[config.mk]
export PLATFORM = sky130hd
export DESIGN_NAME = err_syndrome_logger
export DESIGN_NICKNAME = d
export VERILOG_FILES = /design/src/rtl/errlog_pkg.sv /design/src/rtl/errlog_pick.sv /design/src/rtl/errlog_record.sv /design/src/rtl/err_syndrome_logger.sv
export SDC_FILE = /design/constraint.sdc
export NUM_CORES = 1
export LEC_CHECK = 0
export BUFFER_PORTS_ARGS = -buffer_cell sky130_fd_sc_hd__buf_2
export CORE_ASPECT_RATIO = 0.8
export CORE_MARGIN = 2
export CORE_UTILIZATION = 35
export CTS_CLUSTER_DIAMETER = 80
export DETAILED_ROUTE_END_ITERATION = 6
export GPL_TIMING_DRIVEN = 0
export PLACE_DENSITY = 0.55
export SLEW_MARGIN = 10
export SYNTH_ARGS = -nofsm -noshare
export SYNTH_HDL_FRONTEND = slang
export SYNTH_SLANG_ARGS = --single-unit
[constraint.sdc]
create_clock -name clk -period 6.7 [get_ports clk]
set_clock_uncertainty 0.15 [all_clocks]
set_input_delay 1.005 -clock clk [delete_from_list [all_inputs] [get_ports clk]]
set_output_delay 1.005 -clock clk [all_outputs]
set_load 0.05 [all_outputs]
[src/rtl/errlog_pkg.sv]
package errlog_pkg;

    localparam int LVL_W = 2;
    localparam int WAY_W = 4;
    localparam int IDX_W = 8;
    localparam int CNT_W = 8;
    localparam int CSR_W = 32;

    typedef struct packed {
        logic [LVL_W-1:0] lvl;
        logic [WAY_W-1:0] way;
        logic [IDX_W-1:0] idx;
    } err_loc_t;

    localparam int LOC_W  = $bits(err_loc_t);
    localparam int MISC_W = LOC_W + 2 * CNT_W;

    typedef struct packed {
        logic             v;
        logic             ue;
        logic             of;
        err_loc_t         loc;
        logic [CNT_W-1:0] rpt;
        logic [CNT_W-1:0] oth;
    } err_rec_t;

    typedef enum logic [1:0] {
        CSR_SEL  = 2'd0,
        CSR_CTL  = 2'd1,
        CSR_STAT = 2'd2,
        CSR_MISC = 2'd3
    } csr_addr_e;

    localparam int ST_V  = CSR_W - 1;
    localparam int ST_UE = CSR_W - 2;
    localparam int ST_OF = CSR_W - 3;

    function automatic logic [CNT_W-1:0] sat_inc(input logic [CNT_W-1:0] c, input logic en);
        return (en && (c != '1)) ? c + 1'b1 : c;
    endfunction

endpackage

[src/rtl/errlog_pick.sv]
module errlog_pick #(
    parameter int N = 4,
    localparam int SW = (N > 1) ? $clog2(N) : 1
) (
    input  logic [N-1:0]  vld,
    output logic          any,
    output logic          multi,
    output logic [SW-1:0] first
);

    always_comb begin
        first = '0;
        for (int i = N - 1; i >= 0; i--) begin
            if (vld[i]) first = SW'(i);
        end
    end

    assign any   = |vld;
    assign multi = $countones(vld) > 1;

    always_comb begin
        if (any) begin

            pick_is_active_chk: assert (vld[first]);
        end
    end

endmodule

[src/rtl/errlog_record.sv]
module errlog_record import errlog_pkg::*; #(
    parameter int N = 4
) (
    input  logic               clk,
    input  logic               cold_rst,
    input  logic [N-1:0]       ev_vld,
    input  logic [N-1:0]       ev_ue,
    input  err_loc_t [N-1:0]   ev_loc,
    input  logic               stat_we,
    input  logic               wr_v,
    input  logic               wr_ue,
    input  logic               wr_of,
    output err_rec_t           rec
);

    localparam int SW = (N > 1) ? $clog2(N) : 1;

    err_rec_t      rec_q, base, rec_d;
    logic          any, multi, hit_any, miss_any;
    logic [SW-1:0] first;

    errlog_pick #(.N(N)) u_pick (
        .vld   (ev_vld),
        .any   (any),
        .multi (multi),
        .first (first)
    );

    always_comb begin
        hit_any  = 1'b0;
        miss_any = 1'b0;
        for (int i = 0; i < N; i++) begin
            if (ev_vld[i] && (ev_loc[i] == rec_q.loc)) hit_any  = 1'b1;
            if (ev_vld[i] && (ev_loc[i] != rec_q.loc)) miss_any = 1'b1;
        end
    end

    always_comb begin
        base = rec_q;
        if (stat_we) begin
            if (!wr_v) begin
                base = '0;
            end else begin
                if (!wr_ue) base.ue = 1'b0;
                if (!wr_of) base.of = 1'b0;
            end
        end
        rec_d = base;
        if (any) begin
            rec_d.ue = base.ue | (|(ev_vld & ev_ue));
            if (multi) rec_d.of = 1'b1;
            if (!base.v) begin
                rec_d.v   = 1'b1;
                rec_d.loc = ev_loc[first];
                rec_d.oth = sat_inc(base.oth, multi);
            end else begin
                rec_d.rpt = sat_inc(base.rpt, hit_any);
                rec_d.oth = sat_inc(base.oth, miss_any);
            end
        end
    end

    always_ff @(posedge clk) begin
        if (cold_rst) rec_q <= '0;
        else          rec_q <= rec_d;
    end

    assign rec = rec_q;


    loc_hold_chk: assert property (@(posedge clk) disable iff (cold_rst)
        (rec_q.v && !stat_we) |=> $stable(rec_q.loc));


    of_set_chk: assert property (@(posedge clk) disable iff (cold_rst)
        multi |=> rec_q.of);


    ue_set_chk: assert property (@(posedge clk) disable iff (cold_rst)
        (|(ev_vld & ev_ue)) |=> rec_q.ue);


    rpt_sat_chk: assert property (@(posedge clk) disable iff (cold_rst)
        (rec_q.v && (rec_q.rpt == '1) && !stat_we) |=> (rec_q.rpt == '1));


    oth_step_chk: assert property (@(posedge clk) disable iff (cold_rst)
        (rec_q.v && !stat_we) |=>
        ((rec_q.oth == $past(rec_q.oth)) || (rec_q.oth == $past(rec_q.oth) + 1'b1)));

endmodule

[src/rtl/err_syndrome_logger.sv]
module err_syndrome_logger import errlog_pkg::*; #(
    parameter int NUM_PRIV = 4,
    parameter int NUM_SHR  = 3
) (
    input  logic                      clk,
    input  logic                      cold_rst,
    input  logic                      warm_rst,
    input  logic [NUM_PRIV-1:0]       prv_ev_vld,
    input  logic [NUM_PRIV-1:0]       prv_ev_ue,
    input  logic [NUM_PRIV*LVL_W-1:0] prv_ev_lvl,
    input  logic [NUM_PRIV*WAY_W-1:0] prv_ev_way,
    input  logic [NUM_PRIV*IDX_W-1:0] prv_ev_idx,
    input  logic [NUM_SHR-1:0]        shr_ev_vld,
    input  logic [NUM_SHR-1:0]        shr_ev_ue,
    input  logic [NUM_SHR*LVL_W-1:0]  shr_ev_lvl,
    input  logic [NUM_SHR*WAY_W-1:0]  shr_ev_way,
    input  logic [NUM_SHR*IDX_W-1:0]  shr_ev_idx,
    input  logic                      csr_we,
    input  logic [1:0]                csr_addr,
    input  logic [CSR_W-1:0]          csr_wdata,
    output logic [CSR_W-1:0]          csr_rdata,
    output logic [1:0]                fault_irq,
    output logic [1:0]                err_irq
);

    err_loc_t [NUM_PRIV-1:0] prv_loc;
    err_loc_t [NUM_SHR-1:0]  shr_loc;
    err_rec_t                rec_prv, rec_shr, rec_sel;
    err_rec_t [1:0]          recs;
    logic                    sel_q;
    logic [1:0][1:0]         ctl_q;
    logic [1:0]              stat_we;
    logic                    unused_wdata;

    for (genvar i = 0; i < NUM_PRIV; i++) begin : g_prv_loc
        assign prv_loc[i] = {prv_ev_lvl[i*LVL_W +: LVL_W],
                             prv_ev_way[i*WAY_W +: WAY_W],
                             prv_ev_idx[i*IDX_W +: IDX_W]};
    end

    for (genvar i = 0; i < NUM_SHR; i++) begin : g_shr_loc
        assign shr_loc[i] = {shr_ev_lvl[i*LVL_W +: LVL_W],
                             shr_ev_way[i*WAY_W +: WAY_W],
                             shr_ev_idx[i*IDX_W +: IDX_W]};
    end

    assign stat_we[0] = csr_we && (csr_addr == CSR_STAT) && !sel_q;
    assign stat_we[1] = csr_we && (csr_addr == CSR_STAT) &&  sel_q;

    errlog_record #(.N(NUM_PRIV)) u_rec_prv (
        .clk      (clk),
        .cold_rst (cold_rst),
        .ev_vld   (prv_ev_vld),
        .ev_ue    (prv_ev_ue),
        .ev_loc   (prv_loc),
        .stat_we  (stat_we[0]),
        .wr_v     (csr_wdata[ST_V]),
        .wr_ue    (csr_wdata[ST_UE]),
        .wr_of    (csr_wdata[ST_OF]),
        .rec      (rec_prv)
    );

    errlog_record #(.N(NUM_SHR)) u_rec_shr (
        .clk      (clk),
        .cold_rst (cold_rst),
        .ev_vld   (shr_ev_vld),
        .ev_ue    (shr_ev_ue),
        .ev_loc   (shr_loc),
        .stat_we  (stat_we[1]),
        .wr_v     (csr_wdata[ST_V]),
        .wr_ue    (csr_wdata[ST_UE]),
        .wr_of    (csr_wdata[ST_OF]),
        .rec      (rec_shr)
    );

    assign recs = {rec_shr, rec_prv};

    always_ff @(posedge clk) begin
        if (cold_rst || warm_rst) begin
            sel_q <= 1'b0;
            ctl_q <= '0;
        end else if (csr_we) begin
            if (csr_addr == CSR_SEL) sel_q <= csr_wdata[0];
            if (csr_addr == CSR_CTL) ctl_q[sel_q] <= csr_wdata[1:0];
        end
    end

    for (genvar r = 0; r < 2; r++) begin : g_irq
        assign fault_irq[r] = recs[r].v  & ctl_q[r][0];
        assign err_irq[r]   = recs[r].ue & ctl_q[r][1];
    end

    assign rec_sel = sel_q ? rec_shr : rec_prv;

    always_comb begin
        case (csr_addr)
            CSR_SEL:  csr_rdata = {{(CSR_W-1){1'b0}}, sel_q};
            CSR_CTL:  csr_rdata = {{(CSR_W-2){1'b0}}, ctl_q[sel_q]};
            CSR_STAT: csr_rdata = {rec_sel.v, rec_sel.ue, rec_sel.of, {(CSR_W-3){1'b0}}};
            default:  csr_rdata = {{(CSR_W-MISC_W){1'b0}}, rec_sel.rpt, rec_sel.oth, rec_sel.loc};
        endcase
    end

    assign unused_wdata = ^csr_wdata[ST_OF-1:2];


    sel_stable_chk: assert property (@(posedge clk) disable iff (cold_rst)
        (!warm_rst && !(csr_we && (csr_addr == CSR_SEL))) |=> $stable(sel_q));


    err_irq_hold_chk: assert property (@(posedge clk) disable iff (cold_rst)
        (err_irq[0] && !stat_we[0] && !warm_rst) |=> err_irq[0]);

endmodule

==> run metrics, run 1 <==
layout cells sized above 1=24.43%; max-slew violation count=0; startpoint class of the critical path=input pin; final setup TNS=0 ps; hold wc startpoint=u_rec_prv.rec[30]; Worst-Margin Slew=873.0 ps; Final ANT Viol Nets=0; Final Hold Viols=0; Synth Instances=743; post-synthesis mux area share=13.13%; vias in the first global route=5900; hold crit path type=reg2reg; Final #Nets=1069; switch share=31.65%; post-CTS sizing=0; vias post-DR=6120; flop2flop setup slack=3140 ps; Post-synth EDFFs=0; hold-fix buffers at CTS=0; final worst-path cycle share=60.02%; reg2reg start=sel_q; Synth Area in Adders=1.617%; Worst Setup SP=csr_addr[0]; Synth area leaders=dfxtp_1, xnor2_1, mux2i_1; Yosys top cell area share=24.18%; initial core utilization=35.63%; RR Endpoint=u_rec_prv.rec[9]; max_cap viols=0; Worst Hold Path EP=u_rec_prv.rec[30]; CTS tree=done; CP cell instances=buf_2, nand4bb_1, or2_2, clkbuf_1, and2_1, ha_1, and3_1, and4_1, a311oi_1, o21a_1, buf_4, mux2i_1, nor2_1; H-tree levels=3; core footprint=16500 sq um; DR vias/cell=5.378; met2 wire length=8.988 mm; die height=119.9 microns; Ys Warns=0; Crit path max-delay family=simple AND/OR/NAND/NOR gates; Synth cell types=69; critical path arrival=4070 ps; Worst Path Buf+Inv=3; top sig layer=met4; register area share after synthesis=24.18%; Critical Path RT=6750 ps; clk sinks=71; postcts setup bufs=0; worst vdd ir=127.6 uV; Critical-path top delay cell=or2_2; met3 WL post-DR=1.902 mm; Clock Power Share=38.0%; I/O Pins=186; Period minus WS final=4021 ps; Static Leak=2.978 nW; Synth area leader=dfxtp_1; Iter 0 DRT Violations=470; Seq pwr share=35.3%; GPL Wtd Cong=0.8712; RSZ-0062 raised after global routing=false; drt first pass iters=5; Worst setup EP type=flop; cell area after technology mapping=5879 sq um; DRC Markers=0; Simple-Gate Fraction of Synth Area=24.58%; PortBufs=157; clk buf depth=2; status=complete, no violations; R2R depth=12; Clk pin slew, worst setup/hold paths=60 ps; Comb pwr share=26.7%; Async SR Flop Fraction=0%; worst skew pair latency=340 ps; area growth from synthesis to layout=23.26%; Main synth FF type=dfxtp_1; Power Total=1.288 mW; design internal power=880.3 uW; root buf cell=clkbuf_16; die area=17860 sq um; Crit path largest cell delay=400 ps; die width=148.9 microns; Placement Rows=42; first-pass GRT wire length=31.96 mm; Power Density=177.7 nW/um^2; Num CTS Buffers=9; final core utilization=43.92%; Post-Syn Nets=900; largest net degree at the start of global routing=13; Congestion Overflow GR=0; Rel. slew slack=41.26%; Synth Register Bits=71; Routed WL=20.74 mm; setup violators final=0; met1 WL=9.618 mm; wire per inst=18.22 microns; Detailed Place HPWL=16.71 mm; main combinational cell family by area after synthesis=simple AND/OR/NAND/NOR gates; Post-Syn Area per Cell=7.913 sq um; Crit Path Max Fanout=10; compound-gate portion of the synthesized area=14.96%; initial antenna violation count=1; hold-critical path depth=2; Fmax=248.7 MHz; crit path kind=in2reg; Total Routing Usage GR=23.03%; Fill cells=1733; switching power total=407.5 uW; XOR/XNOR Fraction of Synth Area=16.09%
==> flip-flops by register name, summed over array words and instances (netlist names) <==
signal,cells
ctl_q,4
sel_q,1
u_rec_prv.rec,33
u_rec_shr.rec,33
==> worst min-delay path: stages, from the launching register on <==
cell	delay, ps
dfxtp_1	300
o21ai_0	70
a21oi_1	60
==> routing by layer <==
metal	GRT usage [%]	vias up
li1	-	2974
met1	32.93	2879
met2	35.57	248
met3	5.247	19
met4	4.464	0
met5	0	-
==> through the flow <==
| stage | hold slack (ps) | std cells | setup slack, ps | area (sq um) |
|---|---|---|---|---|
| after floorplan | 300.3 | 743 | 3071 | 5879 |
| after detailed placement | 321.4 | 1120 | 2311 | 6940 |
| final | 329.1 | 1138 | 2679 | 7247 |
| after global placement | 320.0 | 1120 | 2302 | 6940 |
| after global routing | 367.2 | 1138 | 2504 | 7247 |
| after CTS | 329.1 | 1136 | 2673 | 7239 |
==> layout by cell type, fill, tap and decap left out, types with 3 or more instances in the layout <==
| cell | netlist | routed |
|---|---|---|
| a21o_1 | 8 | 8 |
| a21oi_1 | 54 | 54 |
| a22oi_1 | 17 | 17 |
| a311oi_1 | 3 | 3 |
| and2_1 | 20 | 20 |
| and3_1 | 12 | 12 |
| buf_1 | 5 | 5 |
| buf_2 | 3 | 160 |
| clkbuf_1 | 40 | 40 |
| clkbuf_16 | 0 | 9 |
| clkbuf_2 | 13 | 14 |
| clkinv_2 | 0 | 3 |
| dfxtp_1 | 71 | 71 |
| ha_1 | 6 | 6 |
| inv_1 | 12 | 12 |
| mux2i_1 | 40 | 40 |
| mux4_2 | 16 | 16 |
| nand2_1 | 78 | 78 |
| nand2b_1 | 4 | 4 |
| nand3_1 | 41 | 41 |
| nand4_1 | 22 | 22 |
| nor2_1 | 61 | 61 |
| nor3_1 | 10 | 10 |
| nor4_1 | 16 | 16 |
| o21ai_0 | 27 | 27 |
| or2_2 | 3 | 3 |
| or3_1 | 3 | 3 |
| xnor2_1 | 64 | 64 |
| xor2_1 | 44 | 44 |
==> cells by family (layout without fill, tap and decap cells) <==
group | count (synthesis) | in the layout
flip-flops | 71 | 71
AO/OA/AOI/OAI | 138 | 138
buffers and inverters | 76 | 250
AND/OR/NAND/NOR | 286 | 286
multiplexers | 57 | 57
other | 0 | 1
XOR/XNOR | 108 | 108
adder cells (fa/ha/maj) | 7 | 7
==> how the worst max path moves through the flow <==
| stage | end | slack [ps] | cells past startpoint |
|---|---|---|---|
| floorplan | u_rec_prv.rec[9] | 3070 | 12 |
| global placement | u_rec_prv.rec[9] | 2300 | 13 |
| detailed placement | u_rec_prv.rec[9] | 2310 | 13 |
| CTS | u_rec_prv.rec[9] | 2670 | 13 |
| global route | u_rec_prv.rec[9] | 2500 | 13 |
| finish | u_rec_prv.rec[9] | 2680 | 13 |
==> power groups by stage <==
| stage | logic [mW] | clock network (mW) | registers [mW] |
|---|---|---|---|
| floorplan | 0.222 | 0 | 0.460 |
| global placement | 0.340 | 0 | 0.464 |
| detailed placement | 0.339 | 0 | 0.464 |
| CTS | 0.342 | 0.498 | 0.455 |
| global route | 0.375 | 0.517 | 0.457 |
| finish | 0.343 | 0.489 | 0.455 |
==> cells in the mapped netlist, drive strengths merged, types with 2 or more instances <==
cell	instances
a222oi	2
xnor2	64
o21ai	27
inv	12
clkbuf	53
a21o	8
nand4	22
a31o	2
o2bb2ai	2
and4	2
dfxtp	71
mux2i	40
or2	4
nor4	16
buf	11
a41o	2
nand3	41
a31oi	2
a2111oi	2
nand2b	4
a21oi	54
ha	6
mux4	16
a311oi	3
and2	21
nor2	62
nor4b	3
a22oi	17
xor2	44
nand2	78
and3	13
nor3	10
or3	3
==> layout make-up <==
type | count | area [sq um] | share of cell area (%)
antenna | 1 | 2.502 | 0.03453
buffer | 64 | 275.3 | 3.798
clock buffer | 10 | 239.0 | 3.298
clock inverter | 6 | 60.06 | 0.8287
inverter | 12 | 45.04 | 0.6215
multi-input combinational | 596 | 4138 | 57.10
sequential | 71 | 1421 | 19.61
tap | 220 | 275.3 | 3.798
timing repair buffer | 158 | 790.8 | 10.91
No activity file was read; power rests on OpenSTA's default activity.
==> run 2, diff against run 1 <==
--- a/config.mk
+++ b/config.mk
@@ -5,6 +5,7 @@
 export SDC_FILE = /design/constraint.sdc
 export NUM_CORES = 1
 export LEC_CHECK = 0
+export ABC_AREA = 1
 export BUFFER_PORTS_ARGS = -buffer_cell sky130_fd_sc_hd__buf_2
 export CORE_ASPECT_RATIO = 0.8
 export CORE_MARGIN = 2
@@ -12,7 +13,7 @@
 export CTS_CLUSTER_DIAMETER = 80
 export DETAILED_ROUTE_END_ITERATION = 6
 export GPL_TIMING_DRIVEN = 0
-export PLACE_DENSITY = 0.55
+export PLACE_DENSITY = 0.56
 export SLEW_MARGIN = 10
 export SYNTH_ARGS = -nofsm -noshare
 export SYNTH_HDL_FRONTEND = slang
==> constraint.sdc (replaced) <==
create_clock -name clk -period 3.55 [get_ports clk]
set_clock_uncertainty 0.15 [all_clocks]
set_input_delay 0.5325 -clock clk [delete_from_list [all_inputs] [get_ports clk]]
set_output_delay 0.5325 -clock clk [all_outputs]
set_load 0.05 [all_outputs]
==> run 2 against run 1 <==
Against the previous run: sequential share of layout area fell by 2.4 points; area after synthesis is 17% higher; critical path depth shrank 6; register-to-register slack lost 2400 ps; critical path type is now reg2out; highest routed layer is now met5.
==> run metrics, run 2 <==
Static Leak=4.145 nW; Post-Syn Nets=1360; commonest non-fill, non-tap cell in the layout=nand2_1; clk buf depth=2; Synth Instances=1203; top-count cell post-synth=nand2_1; register area share after synthesis=20.67%; max_cap viols=0; pre-CTS setup slack=494.6 ps; worst vdd ir=171.8 uV; I/O Pins=186; die height=129.4 microns; Worst setup EP type=primary output; RSZ-0062 raised after global routing=false; Async SR Flop Fraction=0%; post-CTS sizing=0; vias post-DR=8190; Placement Rows=45; Yosys top cell area share=20.67%; layout cells sized above 1=17.66%; most frequent cells in the layout=nand2_1, inv_1, buf_2; drt first pass iters=5; crit path kind=reg2out; Post-Syn Area per Cell=5.716 sq um; Final Hold Viols=0; DRC Markers=0; Ys Warns=0; Total Routing Usage GR=24.74%; initial core utilization=35.92%; first-pass GRT wire length=39.71 mm; Clk pin slew, worst setup/hold paths=60 ps; Num CTS Buffers=9; Fill cells=2098; commonest cells in the netlist=nand2_1, inv_1, nor2_1; DR vias/cell=5.012; Detailed Place HPWL=20.74 mm; H-tree levels=3; Iter 0 DRT Violations=795; vias in the first global route=7181; wire per inst=15.88 microns; die area=20790 sq um; critical path arrival=2520 ps; Fmax=312.4 MHz; Rel. slew slack=32.60%; max-slew violation count=0; startpoint class of the critical path=flop; Power Density=315.3 nW/um^2; PortBufs=157; GPL Wtd Cong=0.9075; final worst-path cycle share=90.18%; Synth area leader=dfxtp_1; CTS tree=done; Routed WL=25.95 mm; core footprint=19140 sq um; Synth Register Bits=71; postcts setup bufs=0; hold-fix buffers at CTS=0; status=complete, no violations; area growth from synthesis to layout=20.36%; clk sinks=71; Period minus WS final=3201 ps; Worst-Margin Slew=1003 ps; Post-synth EDFFs=0; Final #Nets=1528; die width=160.7 microns; hold crit path type=in2reg; Crit Path Max Fanout=10; antenna cells=0; Final Worst Setup Slack=348.8 ps; worst skew pair latency=350 ps; Congestion Overflow GR=0; Synth cell types=47; final setup TNS=0 ps; Main synth FF type=dfxtp_1; Final ANT Viol Nets=0; setup violators final=0; cell area after technology mapping=6877 sq um; root buf cell=clkbuf_16; Critical Path RT=2870 ps; Synth area leaders=dfxtp_1, nand2_1, inv_1; largest net degree at the start of global routing=12; initial antenna violation count=1
==> run 2: cell count changes in the layout (fill, tap and decap cells not counted), moves of 20 or more <==
| cell | previous run | this run |
|---|---|---|
| mux2i_1 | 40 | 1 |
| xor2_1 | 44 | 12 |
| o21ai_0 | 27 | 80 |
| a211oi_1 | 0 | 35 |
| and2_1 | 20 | 0 |
| nand2_1 | 78 | 343 |
| nor2_1 | 61 | 137 |
| xnor2_1 | 64 | 21 |
| a21oi_1 | 54 | 96 |
| inv_1 | 12 | 167 |
==> run 2: logic make-up after synthesis <==
family | share of synthesized area (%)
AND/OR/NAND/NOR | 39.45
AO/OA/AOI/OAI | 20.96
buffers and inverters | 13.19
flip-flops | 20.67
XOR/XNOR | 4.203
adder cells (fa/ha/maj) | 1.383
multiplexers | 0.1456
==> run 2: final timing paths <==
kind	slack, ps	cells past startpoint	end	from
max	350	7	csr_rdata[11]	sel_q
min	320	3	ctl_q[0]	csr_wdata[0]
max reg2reg	790	17	u_rec_prv.rec[2]	sel_q
min reg2reg	330	2	u_rec_shr.rec[30]	u_rec_shr.rec[30]
==> run 2: critical path, cell delays in order (launching register included) <==
cell and delay (ps):
dfxtp_1 330, buf_4 180, inv_2 60, clkbuf_1 370, buf_1 510, nor2_1 100
a211oi_1 280, buf_2 330
==> run 2: per-stage QoR <==
| step | cells | area, sq um | hold slack [ps] | util (%) | power [mW] |
|---|---|---|---|---|---|
| 2_1_floorplan | 1203 | 6877 | 283.3 | - | 1.409 |
| 6_report | 1634 | 8277 | 320.4 | 43.24 | 2.610 |
| 3_3_place_gp | 1618 | 7985 | 310.3 | 41.71 | 1.679 |
| 4_1_cts | 1634 | 8277 | 306.3 | 43.24 | 2.610 |
| 3_5_place_dp | 1618 | 7985 | 321.2 | 41.71 | 1.684 |
| 5_1_grt | 1634 | 8277 | 331.3 | 43.24 | 2.744 |
==> run 2: layout make-up <==
type | instances | area, sq um | area share, %
well taps | 258 | 322.8 | 3.900
flip-flops and latches | 71 | 1421 | 17.17
clock inverters | 4 | 45.04 | 0.5442
inverters | 178 | 675.6 | 8.163
plain buffers | 49 | 231.5 | 2.797
clock buffers | 12 | 246.5 | 2.978
multi-input cells | 905 | 4548 | 54.95
repair buffers | 157 | 785.8 | 9.494
==> run 2: power by group <==
part / total (mW) / internal (mW) / switching [mW]
logic: 0.774 / 0.270 / 0.504
registers: 0.903 / 0.847 / 0.0569
clock network: 0.932 / 0.561 / 0.372
total: 2.61 / 1.68 / 0.932
==> run 2: layer usage <==
metal | share of wire, % | track usage, % | up-vias
li1 | - | - | 4210
met1 | 49 | 37.10 | 3649
met2 | 42 | 37.30 | 305
met3 | 7.2 | 3.969 | 24
met4 | 1.0 | 5.147 | 2
met5 | 0.042 | 0 | -
